===== src/rtl/ssrx_pkg.sv =====
package ssrx_pkg;
  typedef struct packed {
    logic shiftBit;  // shift one synchronized bit into the shift register
    logic loadData;  // copy the completed frame into the data register
    logic clearAll;  // hold the shift register at zero
  } ssrx_strobe_t;
endpackage


===== src/rtl/ssrx_datapath.sv =====
module ssrx_datapath #(
  parameter int DATA_W = 8
) (
  input  logic                  clk,
  input  logic                  rstN,
  input  logic                  serData,
  input  ssrx_pkg::ssrx_strobe_t strobe,
  output logic [DATA_W-1:0]     rxData
);
  logic dataMeta, dataSync;
  logic [DATA_W-1:0] shiftReg;
  logic [DATA_W-1:0] nextByte;

  // LSB first: each new bit enters at the top and moves down
  assign nextByte = {dataSync, shiftReg[DATA_W-1:1]};

  always_ff @(posedge clk or negedge rstN) begin
    if (!rstN) begin
      dataMeta <= 1'b0;
      dataSync <= 1'b0;
    end else begin
      dataMeta <= serData;
      dataSync <= dataMeta;
    end
  end

  always_ff @(posedge clk or negedge rstN) begin
    if (!rstN) begin
      shiftReg <= '0;
    end else if (strobe.clearAll) begin
      shiftReg <= '0;
    end else if (strobe.shiftBit) begin
      shiftReg <= nextByte;
    end
  end

  always_ff @(posedge clk or negedge rstN) begin
    if (!rstN) begin
      rxData <= '0;
    end else if (strobe.loadData) begin
      rxData <= nextByte;
    end
  end
endmodule


===== src/rtl/ssrx_control.sv =====
module ssrx_control #(
  parameter int DATA_W   = 8,
  parameter int DIV_HALF = 4
) (
  input  logic                   clk,
  input  logic                   rstN,
  input  logic                   rxEnable,
  input  logic                   clkSelInt,
  input  logic                   extSerClk,
  input  logic                   rdStrobe,
  input  logic                   ovrClear,
  output logic                   serClkOut,
  output logic                   rxFull,
  output logic                   overrun,
  output ssrx_pkg::ssrx_strobe_t strobe
);
  localparam int CNT_W = (DATA_W > 1) ? $clog2(DATA_W) : 1;
  localparam int DIV_W = (DIV_HALF > 1) ? $clog2(DIV_HALF) : 1;
  localparam logic [CNT_W-1:0] LAST_BIT = CNT_W'(DATA_W - 1);
  localparam logic [DIV_W-1:0] DIV_LAST = DIV_W'(DIV_HALF - 1);

  logic genRun;
  logic [DIV_W-1:0] divCnt;
  logic rawClk, clkMeta, clkSync, clkPrev;
  logic riseEdge, frameDone, accept;
  logic [CNT_W-1:0] bitCnt;

  assign genRun = rxEnable && clkSelInt;

  // generated serial clock, resting high while idle
  always_ff @(posedge clk or negedge rstN) begin
    if (!rstN) begin
      divCnt    <= '0;
      serClkOut <= 1'b1;
    end else if (!genRun) begin
      divCnt    <= '0;
      serClkOut <= 1'b1;
    end else if (divCnt == DIV_LAST) begin
      divCnt    <= '0;
      serClkOut <= ~serClkOut;
    end else begin
      divCnt <= divCnt + 1'b1;
    end
  end

  assign rawClk = clkSelInt ? serClkOut : extSerClk;

  always_ff @(posedge clk or negedge rstN) begin
    if (!rstN) begin
      clkMeta <= 1'b1;
      clkSync <= 1'b1;
      clkPrev <= 1'b1;
    end else begin
      clkMeta <= rawClk;
      clkSync <= clkMeta;
      clkPrev <= clkSync;
    end
  end

  assign riseEdge  = rxEnable && clkSync && !clkPrev;
  assign frameDone = riseEdge && (bitCnt == LAST_BIT);
  assign accept    = frameDone && !rxFull && !overrun;

  always_ff @(posedge clk or negedge rstN) begin
    if (!rstN) begin
      bitCnt <= '0;
    end else if (!rxEnable || frameDone) begin
      bitCnt <= '0;
    end else if (riseEdge) begin
      bitCnt <= bitCnt + 1'b1;
    end
  end

  always_ff @(posedge clk or negedge rstN) begin
    if (!rstN) begin
      rxFull <= 1'b0;
    end else if (accept) begin
      rxFull <= 1'b1;
    end else if (rdStrobe) begin
      rxFull <= 1'b0;
    end
  end

  always_ff @(posedge clk or negedge rstN) begin
    if (!rstN) begin
      overrun <= 1'b0;
    end else if (frameDone && rxFull) begin
      overrun <= 1'b1;
    end else if (ovrClear) begin
      overrun <= 1'b0;
    end
  end

  always_comb begin
    strobe.shiftBit = riseEdge;
    strobe.loadData = accept;
    strobe.clearAll = !rxEnable;
  end
endmodule


===== src/rtl/sync_serial_rx.sv =====
module sync_serial_rx #(
  parameter int DATA_W   = 8,
  parameter int DIV_HALF = 4
) (
  input  logic              clk,
  input  logic              rstN,
  input  logic              rxEnable,
  input  logic              clkSelInt,
  input  logic              extSerClk,
  input  logic              serData,
  input  logic              rdStrobe,
  input  logic              ovrClear,
  input  logic              rxIntEn,
  output logic              serClkOut,
  output logic [DATA_W-1:0] rxData,
  output logic              rxFull,
  output logic              overrun,
  output logic              rxIrq,
  output logic              errIrq
);
  ssrx_pkg::ssrx_strobe_t strobe;

  ssrx_control #(.DATA_W(DATA_W), .DIV_HALF(DIV_HALF)) uCtrl (
    .clk(clk), .rstN(rstN), .rxEnable(rxEnable), .clkSelInt(clkSelInt),
    .extSerClk(extSerClk), .rdStrobe(rdStrobe), .ovrClear(ovrClear),
    .serClkOut(serClkOut), .rxFull(rxFull), .overrun(overrun), .strobe(strobe)
  );

  ssrx_datapath #(.DATA_W(DATA_W)) uData (
    .clk(clk), .rstN(rstN), .serData(serData), .strobe(strobe), .rxData(rxData)
  );

  assign rxIrq  = rxFull && rxIntEn;
  assign errIrq = overrun && rxIntEn;
endmodule


===== config.mk =====
export PLATFORM = sky130hd
export DESIGN_NAME = sync_serial_rx
export DESIGN_NICKNAME = d
export VERILOG_FILES = /design/src/rtl/ssrx_pkg.sv /design/src/rtl/ssrx_datapath.sv /design/src/rtl/ssrx_control.sv /design/src/rtl/sync_serial_rx.sv
export SDC_FILE = /design/constraint.sdc
export NUM_CORES = 1
export LEC_CHECK = 0
export BUFFER_PORTS_ARGS = -buffer_cell sky130_fd_sc_hd__buf_2
export CAP_MARGIN = 40
export CORE_ASPECT_RATIO = 1.5
export CORE_UTILIZATION = 56
export CTS_CLUSTER_SIZE = 20
export DETAILED_ROUTE_END_ITERATION = 8
export GPL_TIMING_DRIVEN = 0
export PLACE_DENSITY = 0.89
export SLEW_MARGIN = 0
export SYNTH_ARGS = -nofsm -noshare
export SYNTH_HDL_FRONTEND = slang
export SYNTH_SLANG_ARGS = --single-unit

===== constraint.sdc =====
create_clock -name clk -period 2.3 [get_ports clk]
set_input_delay 0.23 -clock clk [delete_from_list [all_inputs] [get_ports clk]]
set_output_delay 0.23 -clock clk [all_outputs]
set_load 0.02 [all_outputs]

## Yosys cells after proc, flatten, opt, wreduce, memory -nomap -nowiden

Index checks and enable logic that the tools add are counted.

| cells by class | value |
|---|---|
| add/sub/neg operators | 2 |
| multiplexer cells | 13 |
| reductions and logical operators | 17 |
| bitwise logic cells | 1 |
| equal/unequal tests | 4 |

Operators by type and width:

| cell | count |
|---|---|
| two-way mux 8 bit | 2 |
| logical AND 1 bit | 9 |
| two-way mux 1 bit | 7 |
| two-way mux 3 bit | 2 |
| nonzero test 2 bit | 3 |
| zero test 1 bit | 4 |
| two-way mux 2 bit | 2 |
| adder 3 x 1 -> 3 bit, second input constant | 1 |
| == test 3 bit, second input constant | 1 |
| adder 2 x 1 -> 2 bit, second input constant | 1 |
| == test 2 bit, second input constant | 1 |
| inequality test 2 x 1 -> 1 bit, second input constant | 1 |
| inequality test 2 bit, second input constant | 1 |
| logical OR 1 bit | 1 |
| inverter 1 bit | 1 |

| storage, ports and cells | value |
|---|---|
| word-level logic and storage cells | 49 |
| register bits after elaboration | 29 |
| input port bits | 9 |
| output and inout port bits | 13 |

## Longest topological paths before layout

| depth | value |
|---|---|
| depth in word-level cells | 6 |
| gate-level depth with buffers | 4 |
| gate-level depth less buffers | 4 |

## Hierarchy

A second synthesis with hierarchy kept.

| second synthesis, totals | value |
|---|---|
| cells, all modules | 85 |
| area total of the unflattened synthesis | 1159.9 sq um |

Modules (own cells, without submodules):

| module | area an instance (sq um) | instances | sequential area each (sq um) | cells an instance |
|---|---|---|---|---|
| ssrx_datapath | 660.6 | 1 | 425.4 | 41 |
| ssrx_control | 486.7 | 1 | 280.3 | 42 |
| sync_serial_rx | 12.5 | 1 | 0.0 | 2 |

## Worst setup path after synthesis

OpenSTA, ideal clock, no wires.

| path | value |
|---|---|
| path type | reg-to-reg |
| start | register uCtrl.bitCnt[0] |
| end | register uData.rxData[0] |
| arrival | 1.250 ns |
| required time | 2.175 ns |
| clock period less this slack | 1.375 ns |
| setup slack | 0.925 ns |
| library setup time | 0.125 ns |
| stages on the path, launching flop included | 5 |
| buffers on the path | 0 |
| cell sequence | dfrtp_1 -> ha_1 -> ha_1 -> nand4_4 -> mux2_2 |

| between the ends | value |
|---|---|
| cells in the longest elaborated chain, start to end | 4 |

Ends and longest elaborated chain:

| item | line | text |
|---|---|---|
| start, declared | ssrx_control.sv:26 | `logic [CNT_W-1:0] bitCnt;` |
| start signal, assigned | ssrx_control.sv:70 | `bitCnt <= bitCnt + 1'b1;` |
| == test 3 bit | ssrx_control.sv:61 | `assign frameDone = riseEdge && (bitCnt == LAST_BIT);` |
| logical AND 1 bit | ssrx_control.sv:61 |  |
| logical AND 1 bit (2 in a row) | ssrx_control.sv:62 | `assign accept = frameDone && !rxFull && !overrun;` |
| end signal, assigned | ssrx_datapath.sv:41 | `rxData <= nextByte;` |
| end, declared | ssrx_datapath.sv:8 | `output logic [DATA_W-1:0] rxData` |

No other way between the ends.
A chain may end at the register's enable or synchronous reset.

## Worst setup path after layout

| path | value |
|---|---|
| start | register uCtrl.bitCnt[0] |
| end | register uCtrl.bitCnt[0] |

| between the ends | value |
|---|---|
| cells in the longest elaborated chain, start to end | 4 |
| elaborated cells on any way between the ends | 7 |
| those cells by class | add/sub: 1; eq/ne: 1; mux: 2; reduce/logical: 3 |

Ends and longest elaborated chain:

| item |
|---|
| branches (longest 4 deep; another with adder 3 x 1 -> 3 bit) |

Several ways; the timed one is not identified. The select of a mux whose other input is x is not followed.

==> metrics <==
outcome finished, final reports clean; Die W about 38 um; hpwl dp around 1.2 mm; CTS buffer count 3; Slew Limit Fails 0; worst hold slack between 50 and 60 ps; Post-Synthesis Cells just under 90; Syn Nets 100; die footprint 0.00215 mm2; Worst EP arrival roughly 1800 ps; WL/cell 12.7 um; Worst path top cell family by delay adder cells; count of cell types in the netlist 19; Clock Tree Root clkbuf_4; Avg Cell Area, Syn around 13 um2; top fanout value on the critical path 5; Layout Utilization 71.3%; dpl ws ~810 ps; Final Hold Viols 0; layout cell share with drive strength beyond 1 34.8%; slowest CP cell dfrtp_1; grt total ovfl 0; DR iter-0 viols 19; final net count about 130; Reg2Reg Setup Slack 800 ps; setup slack after layout about 800 ps; clock skew about 1.7 ps; CP dominant cell by count ha_1; Period minus WS final between 1500 and 2000 ps; GRT Overall Usage between 20% and 30%; critical setup path kind flip-flop to flip-flop; ANT nets after route 0; sequential share of the synthesized area 64.1%; first-pass GRT wire length between 3 and 4 mm; P per Cell Area approximately 660 mW/mm2; final setup TNS 0 ps; CTS clk-pin slew, worst paths roughly 140 ps; final setup vio count 0; Warnings, synthesis 0; data required time of the worst path between 2000 and 3000 ps; clock sink count 28; CP Cell Sequence ha_1 -> ha_1 -> or3_1 -> a21boi_0; CP endpoint kind flip-flop; number of max-cap violations 0; Relative slew margins 60.9%; WP buf/inv 0; clk buf depth 2; Max Freq ~670 MHz; most frequent cells in the layout dfrtp_1 (24), buf_2 (22), nand2_1 (18); transition time of the tightest slew-check pin a little under 600 ps; leakage power ~0.7 nW; total wire length ~1.7 mm; Synth Register Bits 28; Tcrit/Tclk final about 65%; H-tree Lvls 1; CP startpoint kind flip-flop; DRC violation count after routing 0; DR vias/cell about 5.4; latest clock arrival within the worst-skew pair between 300 and 400 ps; Initial Util approximately 60%; PortBufs 21; most common cell after layout, fill and taps aside dfrtp_1; vias in the first global route about 750; Placer Congestion ~0.78; Min-Delay Path Class primary input to flip-flop; DR pass1 iterations 2; RSZ-0062 raised after global routing false; # rows 19; die height ~56 um; area delta synth->final 18.5%; io pins 22; DR vias approximately 730; Cell Area, Synth around 0.0011 mm2; largest net degree at the start of global routing 29; initial antenna violation count 0; CP max stage delay between 400 and 500 ps; Core ar. ~0.0018 mm2; CTS tree built; ANT cells 0; Peak VDD IR 0.000594 V
where the power goes:
group | switching [W] | leakage [nW] | internal (W)
combinational | 0.0000220 | 0.301 | 0.0000136
sequential | 0.00000461 | 0.371 | 0.000503
clock | 0.000143 | 0.0279 | 0.000177
logic make-up after synthesis:
family                   Yosys count  share of synthesized area (%)
buffers and inverters              5                           1.82
XOR/XNOR                           1                          0.796
adder cells (fa/ha/maj)            3                           3.41
AO/OA/AOI/OAI                      5                           2.95
multiplexers                       9                           9.20
flip-flops                        28                           64.1
AND/OR/NAND/NOR                   37                           17.7
through the flow:
| step | cells | cell area, um2 | total power (W) |
|---|---|---|---|
| global placement | 130 | 1230 | 0.000548 |
| floorplan | 88 | 1100 | 0.000529 |
| detailed placement | 130 | 1230 | 0.000551 |
| global route | 136 | 1310 | 0.000895 |
| CTS | 136 | 1310 | 0.000870 |
| finish | 136 | 1310 | 0.000862 |
per-layer routing:
| metal | wire length [um] | share of wire, % | vias up | track usage [%] |
|---|---|---|---|---|
| met4 | 51 | 3.0 | 0 | 10.7 |
| li1 | - | - | 354 | - |
| met1 | 787 | 46 | 350 | 26.4 |
| met5 | 0 | 0 | - | 0 |
| met2 | 824 | 48 | 19 | 32.4 |
| met3 | 60 | 3.5 | 5 | 3.56 |
sequential cells by signal, summed over array words and instances (netlist names):
signal / count
uCtrl.divCnt: 2
uCtrl.clkSync: 1
uData.rxData: 8
uData.dataMeta: 1
uCtrl.serClkOut: 1
uCtrl.rxFull: 1
uData.dataSync: 1
uData.shiftReg: 7
uCtrl.overrun: 1
uCtrl.clkMeta: 1
uCtrl.clkPrev: 1
uCtrl.bitCnt: 3
cell usage after synthesis:
cell	instances	area [um2]
and3_1	1	6.26
nand2_1	18	67.6
xnor2_1	1	8.76
dfstp_2	4	105
a21boi_0	3	22.5
ha_1	3	37.5
buf_2	1	5.00
nand4_4	1	21.3
and3b_1	1	8.76
mux2_2	9	101
or3_1	1	6.26
nand3_1	9	45.0
nor3_1	1	5.00
nand3b_1	3	22.5
o21ai_0	2	10.0
dfrtp_1	24	601
clkbuf_1	2	7.51
and2_1	2	12.5
inv_1	2	7.51
worst paths after layout:
path	endpoint	cells past startpoint	startpoint
worst max-delay path	uCtrl.bitCnt[0]	4	uCtrl.bitCnt[0]
worst min-delay path	uCtrl.rxFull	2	rdStrobe
worst max register to register	uCtrl.bitCnt[0]	4	uCtrl.bitCnt[0]
worst min register to register	uCtrl.clkSync	0	uCtrl.clkMeta
max in group asynchronous	uData.rxData[0]	2	rstN
min in group asynchronous	uCtrl.bitCnt[0]	2	rstN
layout make-up:
| cell class | count | area, um2 |
|---|---|---|
| Timing Repair Buffer | 23 | 125 |
| Fill cell | 125 | 526 |
| Clock buffer | 3 | 22.5 |
| Clock inverter | 1 | 30.0 |
| Inverter | 2 | 7.51 |
| Buffer | 3 | 12.5 |
| Multi-Input combinational cell | 55 | 375 |
| Sequential cell | 28 | 706 |
| Tap cell | 21 | 26.3 |
timing repair:
action                    CTS  global route
buffers inserted            0             0
hold buffers                2             0
hold endpoints to repair   25             0
gates resized for setup     0             0
No activity file was read; power rests on OpenSTA's default activity.
